File: config.mk
export PLATFORM = sky130hd
export DESIGN_NAME = cmp_out_chan
export DESIGN_NICKNAME = d
export VERILOG_FILES = /design/src/rtl/cmp_out_pkg.sv /design/src/rtl/cmp_match_edge.sv /design/src/rtl/cmp_action_sel.sv /design/src/rtl/cmp_pin_drive.sv /design/src/rtl/cmp_flag_ctl.sv /design/src/rtl/cmp_out_chan.sv
export SDC_FILE = /design/constraint.sdc
export NUM_CORES = 1
export LEC_CHECK = 0
export ABC_CLOCK_PERIOD_IN_PS = 3850
export BUFFER_PORTS_ARGS = -buffer_cell sky130_fd_sc_hd__buf_2
export CAP_MARGIN = 10
export CORE_MARGIN = 1.5
export CORE_UTILIZATION = 36
export CTS_CLUSTER_SIZE = 40
export DETAILED_ROUTE_END_ITERATION = 10
export HOLD_SLACK_MARGIN = 0.08
export MAX_ROUTING_LAYER = met4
export PLACE_DENSITY = 0.82
export SLEW_MARGIN = 5
export SYNTH_ARGS = -nofsm -noshare
export SYNTH_HDL_FRONTEND = slang
export SYNTH_SLANG_ARGS = --single-unit
export TNS_END_PERCENT = 100
File: constraint.sdc
create_clock -name clk -period 3.85 [get_ports clk]
set_clock_uncertainty 0.05 [all_clocks]
set_input_delay 0.77 -clock clk [delete_from_list [all_inputs] [get_ports clk]]
set_output_delay 0.77 -clock clk [all_outputs]
set_load 0.1 [all_outputs]
File: src/rtl/cmp_out_pkg.sv
// Shared types for the compare output channel.
// Assumes: mode and count-mode encodings are fixed by the timer's register layout.
package cmp_out_pkg;

    typedef enum logic [2:0] {
        OM_SWBIT   = 3'b000,
        OM_SET     = 3'b001,
        OM_TOG_CLR = 3'b010,
        OM_SET_CLR = 3'b011,
        OM_TOG     = 3'b100,
        OM_CLR     = 3'b101,
        OM_TOG_SET = 3'b110,
        OM_CLR_SET = 3'b111
    } out_mode_e;

    typedef enum logic [1:0] {
        CM_STOP   = 2'b00,
        CM_UP     = 2'b01,
        CM_FREE   = 2'b10,
        CM_UPDOWN = 2'b11
    } cnt_mode_e;

    typedef enum logic [1:0] {
        ACT_NONE = 2'b00,
        ACT_SET  = 2'b01,
        ACT_CLR  = 2'b10,
        ACT_TOG  = 2'b11
    } pin_act_e;

    // Returns the action for the first-named part of a mode
    function automatic pin_act_e first_act(input out_mode_e m);
        case (m)
            OM_SET, OM_SET_CLR:              first_act = ACT_SET;
            OM_TOG_CLR, OM_TOG, OM_TOG_SET:  first_act = ACT_TOG;
            OM_CLR, OM_CLR_SET:              first_act = ACT_CLR;
            default:                         first_act = ACT_NONE;
        endcase
    endfunction

    // Returns the action for the second-named part of a mode
    function automatic pin_act_e second_act(input out_mode_e m);
        case (m)
            OM_TOG_CLR, OM_SET_CLR: second_act = ACT_CLR;
            OM_TOG:                 second_act = ACT_TOG;
            OM_TOG_SET, OM_CLR_SET: second_act = ACT_SET;
            default:                second_act = ACT_NONE;
        endcase
    endfunction

endpackage

File: src/rtl/cmp_match_edge.sv
// Equality detector with first-edge qualification.
// Compares the counter with one reference value. It reports a rise only on the
// first edge at which the equality holds.
// Assumes: counter and reference are already synchronous to clk.
module cmp_match_edge #(
    parameter int CNT_W = 16
) (
    input  logic             clk,
    input  logic             rst_n,
    input  logic [CNT_W-1:0] cnt_val,
    input  logic [CNT_W-1:0] ref_val,
    output logic             eq_rise
);
    logic eq_now;
    logic eq_q;

    // Combinational equality of counter and reference
    always_comb eq_now = (cnt_val == ref_val);

    // Remembers the previous equality level for edge detection
    always_ff @(posedge clk) begin
        if (!rst_n) eq_q <= 1'b0;
        else        eq_q <= eq_now;
    end

    // Rise is equality now that was absent on the previous edge
    always_comb eq_rise = eq_now & ~eq_q;

    // A held equality must never produce a second rise
    AST_SINGLE_RISE: assert property (@(posedge clk) disable iff (!rst_n)
        eq_rise && (cnt_val == ref_val) |=> !eq_rise || !$stable(ref_val) || !$stable(cnt_val) || 1'b1 && !eq_rise);

endmodule

File: src/rtl/cmp_action_sel.sv
// Maps output mode, count mode and direction to the action each event takes.
// Assumes: mode 000 is handled by the pin driver and needs no action here.
module cmp_action_sel
    import cmp_out_pkg::*;
(
    input  out_mode_e mode,
    input  cnt_mode_e cmode,
    input  logic      cnt_down,
    output pin_act_e  ch_act,
    output pin_act_e  per_act
);
    logic updown;

    // Flags the symmetric counting mode
    always_comb updown = (cmode == CM_UPDOWN);

    // Selects the channel-event action, direction-dependent in up/down counting
    always_comb begin
        if (updown && cnt_down) ch_act = second_act(mode);
        else                    ch_act = first_act(mode);
    end

    // Selects the period-event action; only toggle acts on it in up/down counting
    always_comb begin
        if (updown) per_act = (mode == OM_TOG) ? ACT_TOG : ACT_NONE;
        else        per_act = second_act(mode);
    end

endmodule

File: src/rtl/cmp_pin_drive.sv
// Output pin register.
// Applies the winning event action to the pin, or copies the software bit in
// mode 000. When both events coincide, a period action other than "none" wins.
// Assumes: event rises are single-cycle pulses from cmp_match_edge.
module cmp_pin_drive
    import cmp_out_pkg::*;
(
    input  logic      clk,
    input  logic      rst_n,
    input  out_mode_e mode,
    input  logic      sw_out,
    input  logic      ch_rise,
    input  logic      per_rise,
    input  pin_act_e  ch_act,
    input  pin_act_e  per_act,
    output logic      pin
);
    pin_act_e sel_act;
    logic     pin_nxt;

    // Resolves which event's action applies on this edge
    always_comb begin
        if (per_rise && (per_act != ACT_NONE)) sel_act = per_act;
        else if (ch_rise)                      sel_act = ch_act;
        else                                   sel_act = ACT_NONE;
    end

    // Computes the next pin level from the resolved action
    always_comb begin
        if (mode == OM_SWBIT) begin
            pin_nxt = sw_out;
        end else begin
            case (sel_act)
                ACT_SET: pin_nxt = 1'b1;
                ACT_CLR: pin_nxt = 1'b0;
                ACT_TOG: pin_nxt = ~pin;
                default: pin_nxt = pin;
            endcase
        end
    end

    // Holds the pin level
    always_ff @(posedge clk) begin
        if (!rst_n) pin <= 1'b0;
        else        pin <= pin_nxt;
    end

    AST_SW_FOLLOW: assert property (@(posedge clk) disable iff (!rst_n)
        (mode == OM_SWBIT) |=> (pin == $past(sw_out)));
    AST_IDLE_HOLD: assert property (@(posedge clk) disable iff (!rst_n)
        (mode != OM_SWBIT) && !ch_rise && !per_rise |=> $stable(pin));
    AST_TIE_PERIOD: assert property (@(posedge clk) disable iff (!rst_n)
        (mode != OM_SWBIT) && ch_rise && per_rise && (per_act == ACT_SET) |=> pin);

endmodule

File: src/rtl/cmp_flag_ctl.sv
// Compare flag and interrupt request.
// The flag is set by a channel event and cleared by software; set wins.
// Assumes: flag_clr is a synchronous single-cycle request.
module cmp_flag_ctl (
    input  logic clk,
    input  logic rst_n,
    input  logic ch_rise,
    input  logic flag_clr,
    input  logic irq_en,
    output logic flag,
    output logic irq
);
    // Updates the flag with set priority over clear
    always_ff @(posedge clk) begin
        if (!rst_n)        flag <= 1'b0;
        else if (ch_rise)  flag <= 1'b1;
        else if (flag_clr) flag <= 1'b0;
    end

    // Gates the interrupt request with the enable
    always_comb irq = flag & irq_en;

    AST_FLAG_SET: assert property (@(posedge clk) disable iff (!rst_n)
        ch_rise |=> flag);
    AST_FLAG_CLR: assert property (@(posedge clk) disable iff (!rst_n)
        flag_clr && !ch_rise |=> !flag);
    AST_FLAG_KEEP: assert property (@(posedge clk) disable iff (!rst_n)
        !flag_clr && !ch_rise |=> $stable(flag));

endmodule

File: src/rtl/cmp_out_chan.sv
// Compare output channel top.
// Builds the two equality events (channel and period), selects their actions
// from the output and count modes, and drives the pin and the compare flag.
// Assumes: the timer supplies count, direction and mode on the same clock.
module cmp_out_chan
    import cmp_out_pkg::*;
#(
    parameter int CNT_W = 16
) (
    input  logic             clk,
    input  logic             rst_n,
    input  logic [CNT_W-1:0] cnt_val,
    input  logic             cnt_down,
    input  logic [1:0]       cnt_mode,
    input  logic [CNT_W-1:0] ccr_val,
    input  logic [CNT_W-1:0] period_val,
    input  logic [2:0]       out_mode,
    input  logic             sw_out,
    input  logic             flag_clr,
    input  logic             irq_en,
    output logic             pin_out,
    output logic             cmp_flag,
    output logic             cmp_irq
);
    localparam int NUM_EV = 2;
    localparam int EV_CH  = 0;
    localparam int EV_PER = 1;

    out_mode_e        mode;
    cnt_mode_e        cmode;
    logic [CNT_W-1:0] ref_vals [NUM_EV];
    logic [NUM_EV-1:0] ev_rise;
    pin_act_e         ch_act;
    pin_act_e         per_act;

    // Casts raw port encodings to the shared types
    always_comb begin
        mode  = out_mode_e'(out_mode);
        cmode = cnt_mode_e'(cnt_mode);
    end

    // Orders the reference values by event index
    always_comb begin
        ref_vals[EV_CH]  = ccr_val;
        ref_vals[EV_PER] = period_val;
    end

    // One equality detector per event
    for (genvar i = 0; i < NUM_EV; i++) begin : g_ev
        cmp_match_edge #(.CNT_W(CNT_W)) u_match (
            .clk     (clk),
            .rst_n   (rst_n),
            .cnt_val (cnt_val),
            .ref_val (ref_vals[i]),
            .eq_rise (ev_rise[i])
        );
    end

    cmp_action_sel u_sel (
        .mode     (mode),
        .cmode    (cmode),
        .cnt_down (cnt_down),
        .ch_act   (ch_act),
        .per_act  (per_act)
    );

    cmp_pin_drive u_pin (
        .clk      (clk),
        .rst_n    (rst_n),
        .mode     (mode),
        .sw_out   (sw_out),
        .ch_rise  (ev_rise[EV_CH]),
        .per_rise (ev_rise[EV_PER]),
        .ch_act   (ch_act),
        .per_act  (per_act),
        .pin      (pin_out)
    );

    cmp_flag_ctl u_flag (
        .clk      (clk),
        .rst_n    (rst_n),
        .ch_rise  (ev_rise[EV_CH]),
        .flag_clr (flag_clr),
        .irq_en   (irq_en),
        .flag     (cmp_flag),
        .irq      (cmp_irq)
    );

    AST_UD_PERIOD_QUIET: assert property (@(posedge clk) disable iff (!rst_n)
        (cmode == CM_UPDOWN) && (mode != OM_TOG) && (mode != OM_SWBIT)
        && ev_rise[EV_PER] && !ev_rise[EV_CH] |=> $stable(pin_out));
    AST_UD_DOWN_CLR: assert property (@(posedge clk) disable iff (!rst_n)
        (cmode == CM_UPDOWN) && cnt_down && (mode == OM_SET_CLR)
        && ev_rise[EV_CH] && !ev_rise[EV_PER] |=> !pin_out);
    AST_UP_CH_SET: assert property (@(posedge clk) disable iff (!rst_n)
        (cmode != CM_UPDOWN) && (mode == OM_SET) && ev_rise[EV_CH] |=> pin_out);
    AST_UP_PER_CLR: assert property (@(posedge clk) disable iff (!rst_n)
        (cmode != CM_UPDOWN) && (mode == OM_SET_CLR) && ev_rise[EV_PER] |=> !pin_out);
    AST_RESET_LOW: assert property (@(posedge clk)
        !rst_n |=> !pin_out && !cmp_flag);

endmodule

-- After elaboration in Yosys (flattened, before gate mapping)
Cells that the tools add are included.
- bits in registers: 4
- bits of input ports: 59
- eq/ne operators: 13
- muxes and demuxes: 11
- bitwise operators: 6
- reduce and logical (&&, ||, !) cells: 11
- operator list (kind ; number):
    $eq 16x16->1 ; 2
    $eq 3x3->1 const B ; 4
    $pmux 2 s3 ; 2
    $mux 2 ; 5
    $reduce_or 2->1 ; 4
    $eq 2x2->1 const B ; 3
    $eq 3x2->1 const B ; 2
    $reduce_bool 2->1 ; 2
    $reduce_bool 4->1 ; 1
    $and 1x1->1 ; 3
    $eq 3x1->1 const B ; 1
    $logic_not 3->1 ; 1
    $mux 1 ; 3
    $not 1->1 ; 3
    $pmux 1 s3 ; 1
    $reduce_or 3->1 ; 1
    $eq 2x1->1 const B ; 1
    $logic_and 1x1->1 ; 2

-- Logic depth before layout (Yosys ltp)
- depth after elaboration: 10
- mapped depth: 11
- mapped depth without buffers: 11

-- Cells and area by module
A second synthesis with hierarchy kept.
- cells, all modules: 86
- area total of the unflattened synthesis: 664.4 um^2
- by module, submodules not included (module ; instances ; cells each ; area each (um^2) ; seq. area each (um^2)):
    cmp_match_edge ; 2 ; 25 ; 202.7 ; 20.0
    cmp_pin_drive ; 1 ; 16 ; 115.1 ; 20.0
    cmp_action_sel ; 1 ; 16 ; 95.1 ; 0.0
    cmp_flag_ctl ; 1 ; 4 ; 48.8 ; 20.0

-- Worst setup path after synthesis
OpenSTA, ideal clock, no wires.
- kind: input to register
- start: in cnt_val[9]
- end: reg u_pin.pin
- library setup time: 0.060 ns
- arrival time: 2.998 ns
- path slack: 0.742 ns
- cell stages on the path: 11
- path buffers: 0
- cells stage by stage: xor2_1 nor4_1 nand2_1 or4_4 o21a_1 o22ai_1 ha_1 nor3b_1 a221o_1 o21ai_0 o311a_1
- cells in the longest elaborated chain, start to end: 7
- elaborated cells between the ends (all ways): 13
- ends and longest elaborated chain (item ; line ; source):
    start, declared ; cmp_out_chan.sv:12 ; input logic [CNT_W-1:0] cnt_val,
    $eq 16x16->1 ; cmp_match_edge.sv:18 ; always_comb eq_now = (cnt_val == ref_val);
    $and 1x1->1 ; cmp_match_edge.sv:27 ; always_comb eq_rise = eq_now & ~eq_q;
    $mux 2 or $logic_and 1x1->1 (tied branches) ; cmp_pin_drive.sv:24, cmp_pin_drive.sv:23 ;
    $mux 2 * ; cmp_pin_drive.sv:23 ; if (per_rise && (per_act != ACT_NONE)) sel_act = per_act;
    $eq 2x2->1 or $eq 2x1->1 (tied branches) ; cmp_pin_drive.sv:33 ; case (sel_act)
    $pmux 1 s3 ; cmp_pin_drive.sv:33 ;
    $mux 1 ; cmp_pin_drive.sv:30 ; if (mode == OM_SWBIT) begin
    end signal, assigned ; cmp_pin_drive.sv:45 ; else pin <= pin_nxt;
    end, declared ; cmp_pin_drive.sv:16 ; output logic pin
Mark *: on every way between the ends. The rest lies on a longest branch, timed or not.
A chain may end at the register's enable or synchronous reset.

-- Final worst setup path
- start: in ccr_val[13]
- end: reg u_pin.pin
- cells in the longest elaborated chain, start to end: 7
- elaborated cells between the ends (all ways): 10
- ends and longest elaborated chain (item ; line ; source):
    start, declared ; cmp_out_chan.sv:15 ; input logic [CNT_W-1:0] ccr_val,
    $eq 16x16->1 * ; cmp_match_edge.sv:18 ;
    $and 1x1->1 * ; cmp_match_edge.sv:27 ;
    $mux 2 * ; cmp_pin_drive.sv:24 ; else if (ch_rise) sel_act = ch_act;
    $mux 2 * ; cmp_pin_drive.sv:23 ;
    $eq 2x2->1 or $eq 2x1->1 (tied branches) ; cmp_pin_drive.sv:33 ;
    $pmux 1 s3 ; cmp_pin_drive.sv:33 ;
    $mux 1 ; cmp_pin_drive.sv:30 ;
Marked as above.

==> results.md <==
* Status: completed
* CTS root buf: clkbuf_4
* GR Util All Layers at 18.0%
* DR vias at 822
* Number of remaining DRC errors at 0
* Yosys warning count at 0
* Post-route ant nets at 0
* Routability cong. at between 0.7 and 0.8
* Hold Startpoint: u_flag.flag
* Ys async rst share at 0%
* Die ar. at about 0.0021 mm²
* First-pass GRT wire length at approximately 2700 µm
* Core box area at 0.00173 mm²
* Fin nets at approximately 210
* I/O pin total at between 60 and 70
* Synth unique cells at 29
* Post-CTS setup buffer count at 0
* Synth top area cells: xor2_1 (32%), dfxtp_1 (12%), xnor2_1 (12%)
* Sequential element share of the synthesized area at 12.2%
* Slew Limit Fails at 0
* Largest net degree at the start of global routing at 11
* Startpoint Class: input pin
* TritonRoute pass-1 iters at 4
* Antenna cells at 0
* Worst Hold Depth at 2
* Pre-CTS WS at 491 ps
* Tmin final at ~3100 ps
* Max cap viols at 0
* DRT iter0 DRCs at 2
* Worst r2r src: g_ev[1].u_match.eq_q
* Syn Inst Count at 82
* Worst Tran Pin Value at 486 ps
* CTS clock-pin slew for the worst setup and hold paths at around 40 ps
* H-tree depth at 1
* Syn Area/Cell at 8.01 µm²
* WS Path Type: input pin to flip-flop
* EDFF count, synth at 0
* Worst min-delay path endpoint: u_flag.flag
* Arr. time, crit path at around 3200 ps
* Leak pwr at around 0.5 nW
* Worst reg2reg endpoint: u_pin.pin
* FF-to-FF path depth at 8
* Count of state elements after synthesis at 4
* Fill count at ~170
* Clock Sinks at 4
* Hpwl dp at ~1600 µm
* VDD IR max at ~0.11 mV
* Input/output buffers at between 60 and 70
* Worst path cell trace: buf_2 > xor2_1 > nor4_1 > nand2_1 > or3_1 > o32ai_1 > ha_1 > nor3b_1 > a221o_1 > o21ai_0 > o311a_1
* FP Rows at 15
* Post_cts resized at 0
* Initial Utilization at a little under two fifths
* Width of the die at 45.7 µm
* Die height at approximately 46 µm
* Worst stage delay on the critical path at approximately 400 ps
* Maximum fanout along the worst path at 3
* Area Overhead vs Synth at 54.1%
* Via density at between 4 and 5
* Fin Setup TNS at 0 ps
* Share of cells above drive strength 1 at between 40% and 50%
* Post-layout util at between 50 and 60%
* Slowest CP cell: or3_1
* Final WS setup at roughly 750 ps
* Final hold vios at 0
* Top_reg_cell synth: dfxtp_1
* Yosys top cell area share at 32.0%
* Area leader, netlist: xor2_1
* Final period util at 80.6%
* Total grt overflow at 0
* Post-Syn Area at around 660 µm²
* Register-to-Register Setup Slack at 1660 ps
* # hold bufs at CTS at 0
* Post-DR wirelength/cell at between 9 and 10 µm
* CP endpoint kind: flip-flop
* Pwr Density at 175 mW/mm²
* Max clock buf depth at 2
* Hold crit path type: flip-flop to flip-flop
* Number of global-route vias before repair at between 700 and 800
* Drt total wl at about 1700 µm
* Hold WS at 435 ps
* Setup violators final at 0
* RSZ-0062 raised after global routing: false
* Worst Path Required at ~4000 ps
* Slew Limit Headroom at a little under 70%
* Initial antenna violation count at 0
* Synth Net Count at around 140
* Fmax at 322 MHz
* Clock buffer count from CTS at 3
* Clock Latency Late Sink at ~230 ps
* CTS tree: done
metrics by stage:
stage          instances  power (mW)  area, µm²
3_3_place_gp         167       0.124        990
5_1_grt              170       0.189       1010
4_1_cts              170       0.180       1010
3_5_place_dp         167       0.126        990
6_report             170       0.177       1010
2_1_floorplan         82      0.0828        657
cells in the final DEF, fill, tap and decap left out, types with 2 or more instances in the layout:
cell type / synthesis / final
nor4_1: 7 / 7
a21oi_1: 3 / 3
ha_1: 2 / 2
dfxtp_1: 4 / 4
buf_2: 0 / 61
nor2_1: 4 / 4
xor2_1: 24 / 24
clkbuf_4: 0 / 3
xnor2_1: 9 / 9
nand2_1: 5 / 5
nand4_1: 3 / 3
nor3_1: 2 / 2
worst max path at each step:
stage / startpoint / cells past startpoint / slack, ps / endpoint
6_report: ccr_val[13] / 11 / 750 / u_pin.pin
5_1_grt: cnt_val[8] / 12 / 580 / u_pin.pin
4_1_cts: cnt_val[13] / 11 / 730 / u_pin.pin
3_5_place_dp: cnt_val[13] / 11 / 490 / u_pin.pin
3_3_place_gp: cnt_val[13] / 11 / 550 / u_pin.pin
2_1_floorplan: cnt_val[9] / 11 / 740 / u_pin.pin
cell usage after synthesis (all sizes together) (2+ instances only):
library cell  instances
nor3                  2
ha                    2
dfxtp                 4
nand4                 3
nor4                  7
nand2                 5
xnor2                 9
xor2                 24
nor2                  4
a21oi                 3
cells by family after synthesis:
logic type                 synth area share [%]
muxes                                      1.71
xor gates and xnor gates                   44.0
DFF                                        12.2
AOI/OAI and AO/OA                          13.5
adders and majority gates                  3.81
and+or+nand+nor                            23.6
buffers and inverters                      1.14
state kept, by name (all words and copies together), names as in the netlist:
register	cells
g_ev.u_match.eq_q	2
u_flag.flag	1
u_pin.pin	1
metal layers:
metal  track usage, %  part of all wire (%)  up-vias
met4             8.57                   1.7        0
li1                 -                     -      423
met2             29.0                    48       46
met5                -                     0        -
met3             2.38                   8.5        5
met1             22.0                    41      348
critical path, delay by kind of cell:
kind / cells / cell delay, ps
AO/OA/AOI/OAI: 4 / 890
adder cells (fa/ha/maj): 1 / 310
buffers and inverters: 1 / 100
XOR/XNOR: 1 / 150
AND/OR/NAND/NOR: 4 / 1010
layout make-up:
type	instances	area [µm²]	area share [%]
Multi-Input combinational cell	76	569	56.2
Tap cell	25	31.3	3.09
Clock buffer	3	22.5	2.22
Sequential cell	4	80.1	7.91
Inverter	1	3.75	0.371
Timing Repair Buffer	61	305	30.2
power breakdown:
group	leakage [nW]	switching [mW]	internal (mW)
combinational	0.452	0.0385	0.0438
sequential	0.0323	0.000400	0.0422
clock	0.0138	0.0174	0.0349
total	0.499	0.0563	0.121
(Power assumes the default switching activity.)
